## config.mk

```make
export PLATFORM = sky130hd
export DESIGN_NAME = elemIssueSeq
export DESIGN_NICKNAME = d
export VERILOG_FILES = /design/src/rtl/seqPkg.sv /design/src/rtl/seqCtrl.sv /design/src/rtl/seqDatapath.sv /design/src/rtl/elemIssueSeq.sv
export SDC_FILE = /design/constraint.sdc
export NUM_CORES = 1
export LEC_CHECK = 0
export ABC_CLOCK_PERIOD_IN_PS = 8200
export BUFFER_PORTS_ARGS = -buffer_cell sky130_fd_sc_hd__buf_4
export CORE_ASPECT_RATIO = 0.75
export CORE_MARGIN = 4
export CORE_UTILIZATION = 30
export DETAILED_ROUTE_END_ITERATION = 16
export HOLD_SLACK_MARGIN = 0.05
export PLACE_DENSITY_LB_ADDON = 0.25
export REMOVE_ABC_BUFFERS = 1
export SETUP_SLACK_MARGIN = 0.05
export SYNTH_ARGS = -nofsm -noshare
export SYNTH_HDL_FRONTEND = slang
export SYNTH_SLANG_ARGS = --single-unit
```

## constraint.sdc

```tcl
create_clock -name clk -period 8.2 [get_ports clk]
set_input_delay 0.82 -clock clk [delete_from_list [all_inputs] [get_ports clk]]
set_output_delay 0.82 -clock clk [all_outputs]
set_load 0.05 [all_outputs]
```

## src/rtl/seqPkg.sv

```systemverilog
package seqPkg;

  typedef enum logic {
    ST_IDLE = 1'b0,
    ST_RUN  = 1'b1
  } seqStateT;

  // strobes from control to datapath
  typedef struct packed {
    logic load;
    logic advance;
  } seqStrobeT;

  // status from datapath to control
  typedef struct packed {
    logic loadEmpty;
    logic lastGroup;
  } seqStatusT;

endpackage

```

## src/rtl/seqCtrl.sv

```systemverilog
module seqCtrl
  import seqPkg::*;
(
  input  logic      clk,
  input  logic      rstN,
  input  logic      start,
  input  logic      outReady,
  input  seqStatusT status,
  output seqStrobeT strobe,
  output logic      busy,
  output logic      outValid,
  output logic      done
);

  seqStateT stateQ;
  seqStateT stateD;
  logic     accept;
  logic     fire;
  logic     doneQ;

  assign accept = start && (stateQ == ST_IDLE);
  assign fire   = (stateQ == ST_RUN) && outReady;

  always_comb begin
    strobe         = '0;
    strobe.load    = accept;
    strobe.advance = fire;
  end

  always_comb begin
    stateD = stateQ;
    unique case (stateQ)
      ST_IDLE: if (accept && !status.loadEmpty) stateD = ST_RUN;
      ST_RUN:  if (fire && status.lastGroup)    stateD = ST_IDLE;
      default: stateD = ST_IDLE;
    endcase
  end

  always_ff @(posedge clk or negedge rstN) begin
    if (!rstN) begin
      stateQ <= ST_IDLE;
      doneQ  <= 1'b0;
    end else begin
      stateQ <= stateD;
      doneQ  <= (accept && status.loadEmpty) || (fire && status.lastGroup);
    end
  end

  assign busy     = (stateQ == ST_RUN);
  assign outValid = (stateQ == ST_RUN);
  assign done     = doneQ;

  // the completion pulse always falls in an idle cycle
  p_done_idle_r9: assert property (@(posedge clk) disable iff (!rstN)
    done |-> !busy);

  // a start seen while busy never drops the command in flight
  p_busy_start_r1: assert property (@(posedge clk) disable iff (!rstN)
    (busy && start && !outReady) |=> busy);

endmodule

```

## src/rtl/seqDatapath.sv

```systemverilog
module seqDatapath
  import seqPkg::*;
#(
  parameter int XLEN  = 32,
  parameter int LANES = 4,
  parameter int REG_W = 5,
  localparam int VL_W   = $clog2(XLEN + 1),
  localparam int ELEM_W = (XLEN > 1) ? $clog2(XLEN) : 1
) (
  input  logic                      clk,
  input  logic                      rstN,
  input  seqStrobeT                 strobe,
  input  logic [REG_W-1:0]          cmdRd,
  input  logic [REG_W-1:0]          cmdRs1,
  input  logic [REG_W-1:0]          cmdRs2,
  input  logic                      cmdVecRd,
  input  logic                      cmdVecRs1,
  input  logic                      cmdVecRs2,
  input  logic [VL_W-1:0]           cmdVl,
  input  logic [XLEN-1:0]           cmdMask,
  input  logic                      cmdZero,
  output seqStatusT                 status,
  output logic [LANES-1:0]          laneValid,
  output logic [LANES-1:0]          laneEnable,
  output logic [LANES-1:0]          laneZero,
  output logic [LANES*ELEM_W-1:0]   laneElem,
  output logic [LANES*REG_W-1:0]    laneRd,
  output logic [LANES*REG_W-1:0]    laneRs1,
  output logic [LANES*REG_W-1:0]    laneRs2
);

  function automatic logic [ELEM_W-1:0] oneHotToIdx(input logic [XLEN-1:0] oh);
    logic [ELEM_W-1:0] idx;
    idx = '0;
    for (int i = 0; i < XLEN; i++) begin
      if (oh[i]) idx = idx | ELEM_W'(i);
    end
    return idx;
  endfunction

  // ---------------- command decode ----------------
  logic            allScalar;
  logic [VL_W-1:0] effVl;
  logic [XLEN-1:0] vlMask;
  logic [XLEN-1:0] loadPend;

  assign allScalar = !(cmdVecRd || cmdVecRs1 || cmdVecRs2);
  assign effVl     = (cmdVl == '0) ? '0 : (allScalar ? VL_W'(1) : cmdVl);

  generate
    for (genvar i = 0; i < XLEN; i++) begin : g_vlMask
      assign vlMask[i] = (VL_W'(i) < effVl);
    end
  endgenerate

  assign loadPend = cmdZero ? vlMask : (vlMask & cmdMask);

  // ---------------- held command state ----------------
  logic [XLEN-1:0]  pendQ;
  logic [XLEN-1:0]  maskQ;
  logic             zeroQ;
  logic [REG_W-1:0] rdQ, rs1Q, rs2Q;
  logic             vecRdQ, vecRs1Q, vecRs2Q;
  logic [XLEN-1:0]  pickAll;

  always_ff @(posedge clk or negedge rstN) begin
    if (!rstN) begin
      pendQ   <= '0;
      maskQ   <= '0;
      zeroQ   <= 1'b0;
      rdQ     <= '0;
      rs1Q    <= '0;
      rs2Q    <= '0;
      vecRdQ  <= 1'b0;
      vecRs1Q <= 1'b0;
      vecRs2Q <= 1'b0;
    end else if (strobe.load) begin
      pendQ   <= loadPend;
      maskQ   <= cmdMask;
      zeroQ   <= cmdZero;
      rdQ     <= cmdRd;
      rs1Q    <= cmdRs1;
      rs2Q    <= cmdRs2;
      vecRdQ  <= cmdVecRd;
      vecRs1Q <= cmdVecRs1;
      vecRs2Q <= cmdVecRs2;
    end else if (strobe.advance) begin
      pendQ <= pendQ & ~pickAll;
    end
  end

  // ---------------- lane picking chain ----------------
  logic [XLEN-1:0] remain [LANES+1];
  logic [XLEN-1:0] pick   [LANES];
  logic [XLEN-1:0] pickAcc[LANES+1];

  assign remain[0]  = pendQ;
  assign pickAcc[0] = '0;

  generate
    for (genvar k = 0; k < LANES; k++) begin : g_lane
      logic [ELEM_W-1:0] elemIdx;
      logic [REG_W-1:0]  elemReg;

      assign pick[k]       = remain[k] & (~remain[k] + XLEN'(1));
      assign remain[k+1]   = remain[k] & ~pick[k];
      assign pickAcc[k+1]  = pickAcc[k] | pick[k];
      assign elemIdx       = oneHotToIdx(pick[k]);
      assign elemReg       = REG_W'(elemIdx);

      assign laneValid[k]  = |remain[k];
      assign laneEnable[k] = |(pick[k] & maskQ);
      assign laneZero[k]   = laneValid[k] && !laneEnable[k];

      assign laneElem[k*ELEM_W +: ELEM_W] = elemIdx;
      assign laneRd [k*REG_W +: REG_W] = vecRdQ  ? (rdQ  + elemReg) : rdQ;
      assign laneRs1[k*REG_W +: REG_W] = vecRs1Q ? (rs1Q + elemReg) : rs1Q;
      assign laneRs2[k*REG_W +: REG_W] = vecRs2Q ? (rs2Q + elemReg) : rs2Q;

      if (k > 0) begin : g_order
        // element numbers rise with the lane number
        p_order_r4: assert property (@(posedge clk) disable iff (!rstN)
          laneValid[k] |-> (laneElem[k*ELEM_W +: ELEM_W] > laneElem[(k-1)*ELEM_W +: ELEM_W]));
      end
    end
  endgenerate

  assign pickAll          = pickAcc[LANES];
  assign status.loadEmpty = (loadPend == '0);
  assign status.lastGroup = (remain[LANES] == '0);

  // without zeroing every issued lane is a predicated-on element
  p_zero_off_enabled_r3: assert property (@(posedge clk) disable iff (!rstN)
    (!zeroQ && (|laneValid)) |-> ((laneEnable & laneValid) == laneValid));

  // each accepted group retires exactly its filled lanes
  p_progress_r10: assert property (@(posedge clk) disable iff (!rstN)
    strobe.advance |=> ($countones(pendQ) == $past($countones(pendQ)) - $past($countones(laneValid))));

endmodule

```

## src/rtl/elemIssueSeq.sv

```systemverilog
module elemIssueSeq
  import seqPkg::*;
#(
  parameter int XLEN  = 32,
  parameter int LANES = 4,
  parameter int REG_W = 5,
  localparam int VL_W   = $clog2(XLEN + 1),
  localparam int ELEM_W = (XLEN > 1) ? $clog2(XLEN) : 1
) (
  input  logic                    clk,
  input  logic                    rstN,
  input  logic                    start,
  input  logic [REG_W-1:0]        cmdRd,
  input  logic [REG_W-1:0]        cmdRs1,
  input  logic [REG_W-1:0]        cmdRs2,
  input  logic                    cmdVecRd,
  input  logic                    cmdVecRs1,
  input  logic                    cmdVecRs2,
  input  logic [VL_W-1:0]         cmdVl,
  input  logic [XLEN-1:0]         cmdMask,
  input  logic                    cmdZero,
  output logic                    busy,
  output logic                    outValid,
  input  logic                    outReady,
  output logic [LANES-1:0]        laneValid,
  output logic [LANES-1:0]        laneEnable,
  output logic [LANES-1:0]        laneZero,
  output logic [LANES*ELEM_W-1:0] laneElem,
  output logic [LANES*REG_W-1:0]  laneRd,
  output logic [LANES*REG_W-1:0]  laneRs1,
  output logic [LANES*REG_W-1:0]  laneRs2,
  output logic                    done
);

  seqStrobeT strobe;
  seqStatusT status;

  seqCtrl i_ctrl (
    .clk      (clk),
    .rstN     (rstN),
    .start    (start),
    .outReady (outReady),
    .status   (status),
    .strobe   (strobe),
    .busy     (busy),
    .outValid (outValid),
    .done     (done)
  );

  seqDatapath #(
    .XLEN  (XLEN),
    .LANES (LANES),
    .REG_W (REG_W)
  ) i_dp (
    .clk        (clk),
    .rstN       (rstN),
    .strobe     (strobe),
    .cmdRd      (cmdRd),
    .cmdRs1     (cmdRs1),
    .cmdRs2     (cmdRs2),
    .cmdVecRd   (cmdVecRd),
    .cmdVecRs1  (cmdVecRs1),
    .cmdVecRs2  (cmdVecRs2),
    .cmdVl      (cmdVl),
    .cmdMask    (cmdMask),
    .cmdZero    (cmdZero),
    .status     (status),
    .laneValid  (laneValid),
    .laneEnable (laneEnable),
    .laneZero   (laneZero),
    .laneElem   (laneElem),
    .laneRd     (laneRd),
    .laneRs1    (laneRs1),
    .laneRs2    (laneRs2)
  );

  // a stalled group is held unchanged
  p_hold_group_r8: assert property (@(posedge clk) disable iff (!rstN)
    (outValid && !outReady) |=> (outValid && $stable(laneValid) && $stable(laneElem)
                                 && $stable(laneRd) && $stable(laneZero)));

  // filled lanes start at lane 0 and are contiguous
  p_packed_lanes_r4: assert property (@(posedge clk) disable iff (!rstN)
    outValid |-> (laneValid[0] && ((laneValid & (laneValid + LANES'(1))) == '0)));

endmodule

```

==> flow_metrics.env <==
export IMPL_syn_instance_count=1646
export IMPL_wl_met2_um=23100
export IMPL_cts_root_buf="clkbuf_16"
export IMPL_postSynth_asyncResetShare_pct=100
export IMPL_critPathRequiredTime_ns=7.38
export IMPL_ys_types=92
export IMPL_clock_path_buffers=2
export IMPL_hold_viol=0
export IMPL_synth_edf_count=0
export IMPL_grt_pass1_wl_um=91500
export IMPL_finalSetupViolations=0
export IMPL_ys_seq_elements=84
export IMPL_drv_cap=0
export IMPL_drt_met1_wl_um=31600
export IMPL_drive_gt1_share_pct=18.4
export IMPL_layout_min_cycle_time_ns=7.94
export IMPL_start_kind="flip-flop"
export IMPL_max_freq_ghz=0.126
export IMPL_vias_per_cell=6.29
export IMPL_synth_xor_area_share_pct=3.82
export IMPL_dp_final_hpwl_um=53400
export IMPL_place_congestion=1.09
export IMPL_drt_pass1_iter_count=6
export IMPL_drtIter0Drc=1933
export IMPL_placed_area_um2=13500
export IMPL_numPortBuffers=155
export IMPL_die_y_um=177
export IMPL_ys_top_cells_by_area="dfrtp_1 18%, nand2_1 12%, ha_1 5.2%"
export IMPL_synth_top_area_share_pct=18.3
export IMPL_nNetsFinal=1919
export IMPL_slew_violations=0
export IMPL_numCtsBuffers=9
export IMPL_rsz0062_at_grt="false"
export IMPL_worst_r2r_path_depth=15
export IMPL_synthMuxAreaShare_pct=0.982
export IMPL_antenna_found_initial=1
export IMPL_syn2layout_area_growth_pct=21.7
export IMPL_htree_levels=3
export IMPL_cts_sinks=84
export IMPL_holdWs_ns=0.301
export IMPL_placement_rows=61
export IMPL_synth_area_um2=11500
export IMPL_cts_tree="yes"
export IMPL_wl_met3_um=8300
export IMPL_outcome="finished, final reports clean"
export IMPL_grt_usage_pct=30.0
export IMPL_synth_top_family_by_area="compound AO/OA/AOI/OAI gates"
export IMPL_finalCritPeriodShare_pct=96.8
export IMPL_pin_count=156
export IMPL_timing_slew_headroom_pct=24.5
export IMPL_stdcell_area_um2=14000
export IMPL_synthAdderAreaFrac_pct=8.65
export IMPL_antenna_left=0
export IMPL_yosysWarnings=0
export IMPL_tightestPinTransition_ns=1.12
export IMPL_die_x_um=234
export IMPL_drt_wirelength_per_cell_um=27.8
export IMPL_die_area_um2=41500
export IMPL_num_antenna_cells=0
export IMPL_cts_clk_slew_worst_paths_ns=0.09
export IMPL_grt_max_degree=73
export IMPL_post_layout_nonfiller_instances=2307
export IMPL_synth_compound_area_share_pct=32.3
export IMPL_path_class="flip-flop to output port"
export IMPL_drc=0
export IMPL_initial_utilization_pct=30.7
export IMPL_worstPathArrival_ns=7.12
export IMPL_top_layer_used="met5"
export IMPL_design_core_area_um2=37400
export IMPL_crit_path_max_fanout=11
export IMPL_hold_class="input port to asynchronous set/reset pin"
export IMPL_synth_simple_area_share_pct=30.6
export IMPL_yosysTopAreaCell="dfrtp_1"
export IMPL_routed_wl_um=64100
export IMPL_ys_seq_area_share_pct=18.3
export IMPL_overflow=0
export IMPL_synth_top_flop_cell="dfrtp_1"
export IMPL_grt_pass1_vias=13000
export IMPL_avgSynthCellArea_um2=6.97
export IMPL_vias=14500
export IMPL_clock_latency_ns=0.38
export IMPL_fin_skew_ns=0.0184
export IMPL_place_inst=2283
export IMPL_endpoint_kind="output port"
critical path, cell delays in order, from the launching register on:
cell and delay [ns]:
dfrtp_1 0.59, a2111oi_0 0.86, a31oi_1 0.37, nor3_1 0.28, a32oi_1 0.21, a211o_1 0.30
or3_1 0.36, or4_1 0.63, buf_4 0.21, maj3_2 0.32, or3_1 0.42, nor2_1 0.21
a31oi_1 0.09, nand3_2 0.17, ha_1 0.29, a21o_1 0.21, a21oi_2 0.20, nand2b_1 0.16
a211o_1 0.13, o21ai_0 0.07, or4_1 0.45, buf_4 0.21
layout by cell type (no fill, tap or decap), types with 28 or more instances in the layout:
cell type  instances
nor3_1            41
nor2_1           105
nand2_1          360
a31oi_1           28
dfrtp_1           84
nand3_1           52
nand4_1           31
buf_4            248
inv_1             42
ha_1              48
a21oi_1          112
o21ai_0           99
a21o_1            32
registers in the layout, summed over array words and instances (netlist names):
register	count
i_dp.maskQ	32
i_dp.rdQ	5
i_dp.pendQ	32
i_dp.vecRdQ	1
i_ctrl.busy	1
i_dp.vecRs1Q	1
i_dp.vecRs2Q	1
i_dp.rs1Q	5
i_ctrl.done	1
i_dp.rs2Q	5
synth_stat cells, types with 8 or more instances:
library cell	instances
a211oi_1	19
a21o_1	32
a21oi_1	115
a221oi_1	11
a22o_1	8
a31oi_1	28
and2_1	17
and3_1	22
buf_1	9
buf_2	11
clkbuf_1	83
dfrtp_1	84
fa_1	12
ha_1	48
inv_1	42
maj3_1	14
mux2i_1	9
nand2_1	360
nand2b_1	11
nand3_1	54
nand3b_1	8
nand4_1	31
nor2_1	107
nor2b_1	8
nor3_1	42
nor4_1	18
o211ai_1	25
o21ai_0	101
o21ai_1	10
o221ai_1	23
o22ai_1	16
o31ai_1	21
or3_1	13
or4_1	12
xnor2_1	25
xor2_1	25
final timing paths:
path                                 from       endpoint  slack (ns)
hold / removal                       rstN   i_dp.rs2Q[0]        0.30
setup reg to reg            i_dp.pendQ[0]    i_ctrl.busy        2.86
max in group asynchronous            rstN  i_dp.pendQ[6]        6.57
setup / recovery           i_dp.pendQ[11]     laneRd[19]        0.26
min in group clk            i_dp.maskQ[2]  i_dp.maskQ[2]        0.56
hold reg to reg             i_dp.maskQ[2]  i_dp.maskQ[2]        0.56
per-stage QoR:
stage	TNS [ns]	utilization, %	worst slack, ns
global route	0	37.3	0.0483
CTS	0	36.8	0.0554
detailed placement	0	36.0	0.482
global placement	0	36.0	0.415
finish	0	37.3	0.261
floorplan	-4.20	-	-0.589
routing by layer:
| layer | track usage [%] | vias to the layer above |
|---|---|---|
| met3 | 8.04 | 78 |
| met5 | 0 | - |
| li1 | - | 6457 |
| met2 | 36.9 | 989 |
| met4 | 5.62 | 2 |
| met1 | 50.1 | 6990 |
final cells by class:
class	count	area, um2
repair buffers	249	1870
clock buffers	10	229
inverters	42	158
well taps	504	631
fillers	4085	23400
clock inverters	6	71.3
multi-input cells	1412	8900
flip-flops and latches	84	2100
kinds of logic after synthesis:
logic type,count (synthesis)
AND/OR/NAND/NOR,741
AO/OA/AOI/OAI,535
adder cells (fa/ha/maj),75
XOR/XNOR,50
multiplexers,11
buffers and inverters,150
flip-flops,84
repair_timing:
item                                    in CTS  in global routing
resized for setup                            0                 27
endpoints found under the setup margin       0                  6
hold buffers                                 0                  0
buffers inserted                             0                  8
Power is not shown: default switching activity piles up to over one toggle a cycle in this logic, so the estimate is an artifact.
